==> src/rtl/fmt_ilv_pkg.sv <==
package fmt_ilv_pkg;

   localparam logic [7:0] MARK_GOOD = 8'h00;
   localparam logic [7:0] MARK_BAD  = 8'h80;

   // position of a byte inside its slot pair
   typedef enum logic {
      ROLE_MARK = 1'b0,
      ROLE_LSN  = 1'b1
   } byte_role_e;

   function automatic logic mark_is_bad(input logic [7:0] m);
      return m != MARK_GOOD;
   endfunction

   function automatic logic mark_is_junk(input logic [7:0] m);
      return (m != MARK_GOOD) && (m != MARK_BAD);
   endfunction

endpackage

==> src/rtl/fmt_ilv_fill.sv <==
module fmt_ilv_fill
   import fmt_ilv_pkg::*;
#(
   parameter int BUF_BYTES = 256,
   parameter int MAX_SECT  = 32,
   localparam int PTR_W    = $clog2(BUF_BYTES),
   localparam int SLOT_W   = $clog2(MAX_SECT)
) (
   input  logic              clk,
   input  logic              rst_n,
   input  logic              buf_start,
   input  logic              wr_en,
   input  logic [7:0]        wr_data,
   output logic              ent_we,
   output logic [SLOT_W-1:0] ent_idx,
   output byte_role_e        ent_role,
   output logic [7:0]        ent_byte,
   output logic              fill_done
);

   localparam logic [PTR_W-1:0] LAST_PTR = PTR_W'(BUF_BYTES - 1);

   logic [PTR_W-1:0] ptr;
   logic             full;
   logic             accept;
   logic             in_tbl;

   assign accept   = wr_en && !full && !buf_start;
   assign in_tbl   = int'(ptr[PTR_W-1:1]) < MAX_SECT;
   assign ent_we   = accept && in_tbl;
   assign ent_idx  = SLOT_W'(ptr[PTR_W-1:1]);
   assign ent_role = byte_role_e'(ptr[0]);
   assign ent_byte = wr_data;
   assign fill_done = accept && (ptr == LAST_PTR);

   always_ff @(posedge clk) begin
      if (!rst_n) begin
         ptr  <= '0;
         full <= 1'b0;
      end else if (buf_start) begin
         ptr  <= '0;
         full <= 1'b0;
      end else if (accept) begin
         if (ptr == LAST_PTR) full <= 1'b1;
         else                 ptr  <= ptr + 1'b1;
      end
   end

   // once full, the pointer is frozen until a new fill starts
   assert_full_hold_R11: assert property (@(posedge clk) disable iff (!rst_n)
      (full && !buf_start) |=> (full && $stable(ptr)));

   // completion can only come from the final buffer position
   assert_done_last_R5: assert property (@(posedge clk) disable iff (!rst_n)
      fill_done |=> full);

endmodule

==> src/rtl/fmt_ilv_table.sv <==
module fmt_ilv_table
   import fmt_ilv_pkg::*;
#(
   parameter int MAX_SECT = 32,
   parameter int LSN_W    = 8,
   localparam int SLOT_W  = $clog2(MAX_SECT)
) (
   input  logic                             clk,
   input  logic                             rst_n,
   input  logic                             clr,
   input  logic                             ent_we,
   input  logic [SLOT_W-1:0]                ent_idx,
   input  byte_role_e                       ent_role,
   input  logic [7:0]                       ent_byte,
   output logic [MAX_SECT-1:0][LSN_W-1:0]   lsn_v,
   output logic [MAX_SECT-1:0]              bad_v,
   output logic [MAX_SECT-1:0]              junk_v
);

   for (genvar g = 0; g < MAX_SECT; g++) begin : g_slot
      logic sel;
      assign sel = ent_we && (ent_idx == SLOT_W'(g));

      always_ff @(posedge clk) begin
         if (!rst_n || clr) begin
            lsn_v[g]  <= '0;
            bad_v[g]  <= 1'b0;
            junk_v[g] <= 1'b0;
         end else if (sel) begin
            if (ent_role == ROLE_MARK) begin
               bad_v[g]  <= mark_is_bad(ent_byte);
               junk_v[g] <= mark_is_junk(ent_byte);
            end else begin
               lsn_v[g]  <= ent_byte[LSN_W-1:0];
            end
         end
      end
   end

endmodule

==> src/rtl/fmt_ilv_ctrl.sv <==
module fmt_ilv_ctrl #(
   parameter int MAX_SECT = 32,
   parameter int CNT_W    = 8
) (
   input  logic                clk,
   input  logic                rst_n,
   input  logic                buf_start,
   input  logic                fill_done,
   input  logic                cnt_we,
   input  logic [CNT_W-1:0]    cnt_wdata,
   input  logic [MAX_SECT-1:0] junk_v,
   output logic [MAX_SECT-1:0] act_mask,
   output logic                fmt_start,
   output logic                cnt_err,
   output logic                tbl_err
);

   logic [CNT_W-1:0]    cnt_q;
   logic                cnt_ok;
   logic [MAX_SECT-1:0] new_mask;

   function automatic logic [MAX_SECT-1:0] mask_of(input logic [CNT_W-1:0] c);
      logic [MAX_SECT-1:0] m;
      for (int i = 0; i < MAX_SECT; i++) m[i] = int'(c) > i;
      return m;
   endfunction

   assign cnt_ok   = (cnt_q != '0) && (int'(cnt_q) <= MAX_SECT);
   assign new_mask = mask_of(cnt_q);

   always_ff @(posedge clk) begin
      if (!rst_n)       cnt_q <= '0;
      else if (cnt_we)  cnt_q <= cnt_wdata;
   end

   always_ff @(posedge clk) begin
      if (!rst_n) begin
         act_mask  <= '0;
         fmt_start <= 1'b0;
         cnt_err   <= 1'b0;
         tbl_err   <= 1'b0;
      end else begin
         fmt_start <= 1'b0;
         if (buf_start) begin
            act_mask <= '0;
            cnt_err  <= 1'b0;
            tbl_err  <= 1'b0;
         end else if (fill_done) begin
            if (cnt_ok) begin
               act_mask  <= new_mask;
               fmt_start <= 1'b1;
               tbl_err   <= |(junk_v & new_mask);
            end else begin
               cnt_err   <= 1'b1;
            end
         end
      end
   end

   assert_pulse_once_R5: assert property (@(posedge clk) disable iff (!rst_n)
      fmt_start |=> !fmt_start);

   assert_start_vs_err_R6: assert property (@(posedge clk) disable iff (!rst_n)
      fmt_start |-> !cnt_err);

   assert_cnt_err_sticky_R6: assert property (@(posedge clk) disable iff (!rst_n)
      (cnt_err && !buf_start) |=> cnt_err);

   // committed table only changes at a fill completion or a restart
   assert_mask_frozen_R7: assert property (@(posedge clk) disable iff (!rst_n)
      (!buf_start && !fill_done) |=> $stable(act_mask));

endmodule

==> src/rtl/fmt_ilv_lookup.sv <==
module fmt_ilv_lookup #(
   parameter int MAX_SECT = 32,
   parameter int LSN_W    = 8,
   localparam int SLOT_W  = $clog2(MAX_SECT)
) (
   input  logic                           clk,
   input  logic                           rst_n,
   input  logic [MAX_SECT-1:0]            act_mask,
   input  logic [MAX_SECT-1:0][LSN_W-1:0] lsn_v,
   input  logic [MAX_SECT-1:0]            bad_v,
   input  logic                           lk_req,
   input  logic [LSN_W-1:0]               lk_key,
   output logic                           lk_vld,
   output logic [SLOT_W-1:0]              lk_slot,
   output logic                           lk_bad,
   output logic                           lk_miss
);

   logic [MAX_SECT-1:0] hit_v;
   logic [SLOT_W-1:0]   sel;
   logic                found;

   for (genvar g = 0; g < MAX_SECT; g++) begin : g_cmp
      assign hit_v[g] = act_mask[g] && (lsn_v[g] == lk_key);
   end

   // lowest slot wins: scan downward so the last assignment is the lowest hit
   always_comb begin
      sel   = '0;
      found = 1'b0;
      for (int i = MAX_SECT - 1; i >= 0; i--) begin
         if (hit_v[i]) begin
            sel   = SLOT_W'(i);
            found = 1'b1;
         end
      end
   end

   always_ff @(posedge clk) begin
      if (!rst_n) begin
         lk_vld  <= 1'b0;
         lk_slot <= '0;
         lk_bad  <= 1'b0;
         lk_miss <= 1'b0;
      end else begin
         lk_vld <= lk_req;
         if (lk_req) begin
            lk_slot <= found ? sel : '0;
            lk_bad  <= found && bad_v[sel];
            lk_miss <= !found;
         end
      end
   end

   assert_resp_follows_R10: assert property (@(posedge clk) disable iff (!rst_n)
      lk_req |=> lk_vld);

   assert_no_spurious_R10: assert property (@(posedge clk) disable iff (!rst_n)
      !lk_req |=> !lk_vld);

   assert_miss_clean_R8: assert property (@(posedge clk) disable iff (!rst_n)
      (lk_vld && lk_miss) |-> (lk_slot == '0 && !lk_bad));

   assert_idle_miss_R1: assert property (@(posedge clk) disable iff (!rst_n)
      (lk_req && act_mask == '0) |=> lk_miss);

endmodule

==> src/rtl/fmt_ilv_map.sv <==
module fmt_ilv_map
   import fmt_ilv_pkg::*;
#(
   parameter int BUF_BYTES = 256,
   parameter int MAX_SECT  = 32,
   parameter int LSN_W     = 8,
   localparam int SLOT_W   = $clog2(MAX_SECT),
   localparam int CNT_W    = 8
) (
   input  logic              clk,
   input  logic              rst_n,
   input  logic              buf_start,
   input  logic              wr_en,
   input  logic [7:0]        wr_data,
   input  logic              cnt_we,
   input  logic [7:0]        cnt_wdata,
   input  logic              lk_req,
   input  logic [LSN_W-1:0]  lk_key,
   output logic              fmt_start,
   output logic              cnt_err,
   output logic              tbl_err,
   output logic              lk_vld,
   output logic [SLOT_W-1:0] lk_slot,
   output logic              lk_bad,
   output logic              lk_miss
);

   if (MAX_SECT < 2 || MAX_SECT > 255) begin : g_chk_sect
      $error("MAX_SECT must lie in 2..255");
   end
   if (BUF_BYTES < 2 * MAX_SECT) begin : g_chk_buf
      $error("BUF_BYTES must hold one byte pair per slot");
   end
   if (LSN_W < 1 || LSN_W > 8) begin : g_chk_lsn
      $error("LSN_W must lie in 1..8");
   end

   logic                           ent_we;
   logic [SLOT_W-1:0]              ent_idx;
   byte_role_e                     ent_role;
   logic [7:0]                     ent_byte;
   logic                           fill_done;
   logic [MAX_SECT-1:0][LSN_W-1:0] lsn_v;
   logic [MAX_SECT-1:0]            bad_v;
   logic [MAX_SECT-1:0]            junk_v;
   logic [MAX_SECT-1:0]            act_mask;

   fmt_ilv_fill #(.BUF_BYTES(BUF_BYTES), .MAX_SECT(MAX_SECT)) u_fill (
      .clk       (clk),
      .rst_n     (rst_n),
      .buf_start (buf_start),
      .wr_en     (wr_en),
      .wr_data   (wr_data),
      .ent_we    (ent_we),
      .ent_idx   (ent_idx),
      .ent_role  (ent_role),
      .ent_byte  (ent_byte),
      .fill_done (fill_done)
   );

   fmt_ilv_table #(.MAX_SECT(MAX_SECT), .LSN_W(LSN_W)) u_table (
      .clk      (clk),
      .rst_n    (rst_n),
      .clr      (buf_start),
      .ent_we   (ent_we),
      .ent_idx  (ent_idx),
      .ent_role (ent_role),
      .ent_byte (ent_byte),
      .lsn_v    (lsn_v),
      .bad_v    (bad_v),
      .junk_v   (junk_v)
   );

   fmt_ilv_ctrl #(.MAX_SECT(MAX_SECT), .CNT_W(CNT_W)) u_ctrl (
      .clk       (clk),
      .rst_n     (rst_n),
      .buf_start (buf_start),
      .fill_done (fill_done),
      .cnt_we    (cnt_we),
      .cnt_wdata (cnt_wdata),
      .junk_v    (junk_v),
      .act_mask  (act_mask),
      .fmt_start (fmt_start),
      .cnt_err   (cnt_err),
      .tbl_err   (tbl_err)
   );

   fmt_ilv_lookup #(.MAX_SECT(MAX_SECT), .LSN_W(LSN_W)) u_lookup (
      .clk      (clk),
      .rst_n    (rst_n),
      .act_mask (act_mask),
      .lsn_v    (lsn_v),
      .bad_v    (bad_v),
      .lk_req   (lk_req),
      .lk_key   (lk_key),
      .lk_vld   (lk_vld),
      .lk_slot  (lk_slot),
      .lk_bad   (lk_bad),
      .lk_miss  (lk_miss)
   );

endmodule

==> config.mk <==
export PLATFORM = sky130hd
export DESIGN_NAME = fmt_ilv_map
export DESIGN_NICKNAME = d
export VERILOG_FILES = /design/src/rtl/fmt_ilv_pkg.sv /design/src/rtl/fmt_ilv_fill.sv /design/src/rtl/fmt_ilv_table.sv /design/src/rtl/fmt_ilv_ctrl.sv /design/src/rtl/fmt_ilv_lookup.sv /design/src/rtl/fmt_ilv_map.sv
export SDC_FILE = /design/constraint.sdc
export NUM_CORES = 1
export LEC_CHECK = 0
export ABC_AREA = 0
export BUFFER_PORTS_ARGS = -buffer_cell sky130_fd_sc_hd__buf_2
export CORE_ASPECT_RATIO = 0.9
export CORE_MARGIN = 2
export CORE_UTILIZATION = 30
export CTS_CLUSTER_SIZE = 10
export DETAILED_ROUTE_END_ITERATION = 7
export HOLD_SLACK_MARGIN = 0.1
export SLEW_MARGIN = 5
export SYNTH_ARGS = -nofsm -noshare
export SYNTH_HDL_FRONTEND = slang
export SYNTH_HIERARCHICAL = 1
export SYNTH_SLANG_ARGS = --single-unit
==> constraint.sdc <==
create_clock -name clk -period 9.6 [get_ports clk]
set_clock_uncertainty 0.2 [all_clocks]
set_input_delay 1.92 -clock clk [delete_from_list [all_inputs] [get_ports clk]]
set_output_delay 1.92 -clock clk [all_outputs]
set_load 0.005 [all_outputs]
==> impl_metrics.ini <==
[grt]
overflow = 0
grt_max_degree = 129
antenna_found_initial = 3
grt_pass1_vias = 17110
track_usage_pct = 19.15
grt_pass1_wl_um = 102300

[final_layout]
fill_cells = 6695
nets = 2258
finish.utilization_pct = 32.95
area_growth_pct = 8.059
diodes = 0
final_cells = 3097
drive_gt1_share_pct = 8.787

[cts]
cts_hold_buffers = 0
h-tree-depth = 2
cts-root-buf = clkbuf_16
clock-sinks = 380
cts_buffer_depth = 3
clk_latency_ns = 0.58
cts_buffers = 45
cts_setup_buffers = 0
clkTransAtPathRegs_ns = 0.05
cts_tree = done
cts_resized = 0

[timing]
finalSetupTns_ns = 0
hold_viol_final = 0
setup_viol = 0
worst_pin_slew_ns = 1.341
rsz0062_at_grt = no
min_period_ns = 5.541
slew_viol_final = 0
finalCritPeriodShare_pct = 57.71
relSlewSlack_pct = 10.58
max_freq_mhz = 180.5

[die]
core_mm2 = 0.06441
ios = 41
die_height_um = 246.7
start_util_pct = 30.49
rows = 88
dieArea_mm2 = 0.06753
die_w_um = 273.7

[setup_path]
reg2reg_slack_ns = 5.81
cp_max_fo = 32
cp-start-kind = input pin
startpoint = lk_key[5]
crit_type = input pin to flip-flop
arrival_ns = 5.78
worst_r2r_path_depth = 12
endpoint_kind = flip-flop
timing.rr.start = u_table/lsn_v[188]
rr_endpoint = u_lookup/lk_bad
required_ns = 9.84

[drt]
ant_nets = 0
drt_iter0_markers = 2281
avgRoutedWirePerCell_um = 21.40
drt_first_pass_iters = 6
vias = 17860
route.detailed.drc = 0
routed_via_density = 5.768
wl_um = 66280

[placement]
numPortBuffers = 40
hpwl_um = 37850
dpl.cell_count = 3035
gp_congestion = 0.8962

[worst_hold_path]
hold_depth = 2
min_from = u_table/lsn_v[15]
min_to = u_table/lsn_v[15]
hold_class = flip-flop to flip-flop

[synth]
async_flop_share_pct = 0
yosys_warnings = 6
netlist.area_leader.share_pct = 38.73
yosysMostFrequentCell = dfxtp_1
synthDistinctLibCells = 86
synth_seq_cells = 380
synthFlopType = dfxtp_1
avgSynthCellArea_um2 = 8.245
synthesis.instances = 2382
synth_area_leaders = dfxtp_1 (39%), xnor2_1 (11%), a21oi_1 (8.7%)
syn-num-nets = 2413
ys_seq_area_share_pct = 38.73
synth_edf_count = 0
syn_area_mm2 = 0.01964
synth_area_leader_cell = dfxtp_1
synthTopCellsByCount = dfxtp_1 (380), a21oi_1 (342), nand3_1 (306)

[run]
max_cap_viol_count = 0

[power]
power_uw = 3376
leakagePower_uw = 0.005853
p_per_area_mw_per_mm2 = 159.1
peakVddDrop_mv = 0.1211

[status]
status = finished, final reports clean
==> area by class of cell <==
cell class | instances | area (µm²) | area share [%]
timing repair buffer | 87 | 553.0 | 2.606
clock buffer | 59 | 1231 | 5.801
tap | 855 | 1070 | 5.041
inverter | 10 | 37.54 | 0.1769
clock inverter | 3 | 43.79 | 0.2063
multi-input combinational | 1703 | 10680 | 50.30
sequential | 380 | 7612 | 35.87
==> state kept, by name (all words and copies together), names as in the netlist <==
| register | flops |
|---|---|
| u_lookup/lk_slot | 5 |
| u_ctrl/fmt_start | 1 |
| u_ctrl/cnt_err | 1 |
| u_ctrl/cnt_q | 8 |
| u_lookup/lk_bad | 1 |
| u_ctrl/act_mask | 32 |
| u_fill/full | 1 |
| u_fill/ptr | 8 |
| u_table/lsn_v | 256 |
| u_lookup/lk_vld | 1 |
| u_table/junk_v | 32 |
| u_table/bad_v | 32 |
| u_ctrl/tbl_err | 1 |
| u_lookup/lk_miss | 1 |
==> worst max-delay path: stages <==
cell,delay (ns)
buf_2,0.07
buf_4,0.59
xnor2_1,0.20
nand4_1,0.11
nor3_1,0.48
nor2_1,0.15
a211o_1,0.31
a31oi_1,0.29
o21a_1,0.48
nand2_4,0.19
mux2_4,0.33
a211o_1,0.31
a21oi_1,0.21
o31ai_2,0.10
==> placed cells by master, fill, tap and decap left out, drive strengths merged, types with 4 or more instances in the layout <==
cell type  count
xnor2        250
o21a           5
a31oi          5
nor2b         15
a21oi        343
or3           14
nor3b          4
xor2           7
and3          12
o22ai          4
nand3        306
nor3          51
o211ai        11
nand4         42
inv           11
mux2i         16
a211o          4
nand4bb        6
and4b          4
nor4b          4
a311oi        79
dfxtp        380
nand2b         9
nor2          63
clkbuf        59
nand4b         5
a211oi        18
buf           87
or4b           4
o31ai          7
nor4          12
o21ai        282
or4            9
nand2         63
nor4bb         7
==> worst max-delay path by stage <==
stage / depth (start not counted) / slack (ns) / end
after floorplan: 14 / 4.64 / u_lookup/lk_bad
after global placement: 14 / 3.63 / u_lookup/lk_bad
after detailed placement: 14 / 3.59 / u_lookup/lk_bad
after CTS: 14 / 4.18 / u_lookup/lk_bad
after global routing: 13 / 3.83 / u_lookup/lk_bad
final: 14 / 4.06 / u_lookup/lk_bad
==> cell families after synthesis <==
logic type,Yosys count,synth area share [%]
mux,19,1.007
buf+inv,299,7.772
xor+xnor,257,11.58
simple gates,643,18.00
flops,380,38.73
fa+ha+maj,3,0.1656
compound gates,781,22.75
==> routing by layer <==
layer | vias up | global-route usage, % | part of all wire (%)
li1 | 8237 | - | -
met1 | 8568 | 26.38 | 42
met2 | 907 | 29.26 | 44
met3 | 147 | 3.544 | 10
met4 | 4 | 7.843 | 3.6
met5 | - | 0 | 0.035
==> power breakdown <==
| part | switching (µW) | internal (µW) | total [µW] |
|---|---|---|---|
| Combinational | 158 | 64.2 | 222 |
| Clock | 656 | 910 | 1570 |
| Sequential | 7.35 | 1580 | 1590 |
| Total | 821 | 2550 | 3380 |
==> per-stage QoR <==
stage	hold slack [ns]	instance area (µm²)	worst slack, ns
floorplan	0.2322	19640	4.644
CTS	0.2870	21220	4.180
detailed placement	0.2770	19950	3.594
global route	0.3053	21220	3.828
global placement	0.2581	19950	3.629
finish	0.2845	21220	4.059
Power figures use the tool's default switching activity.
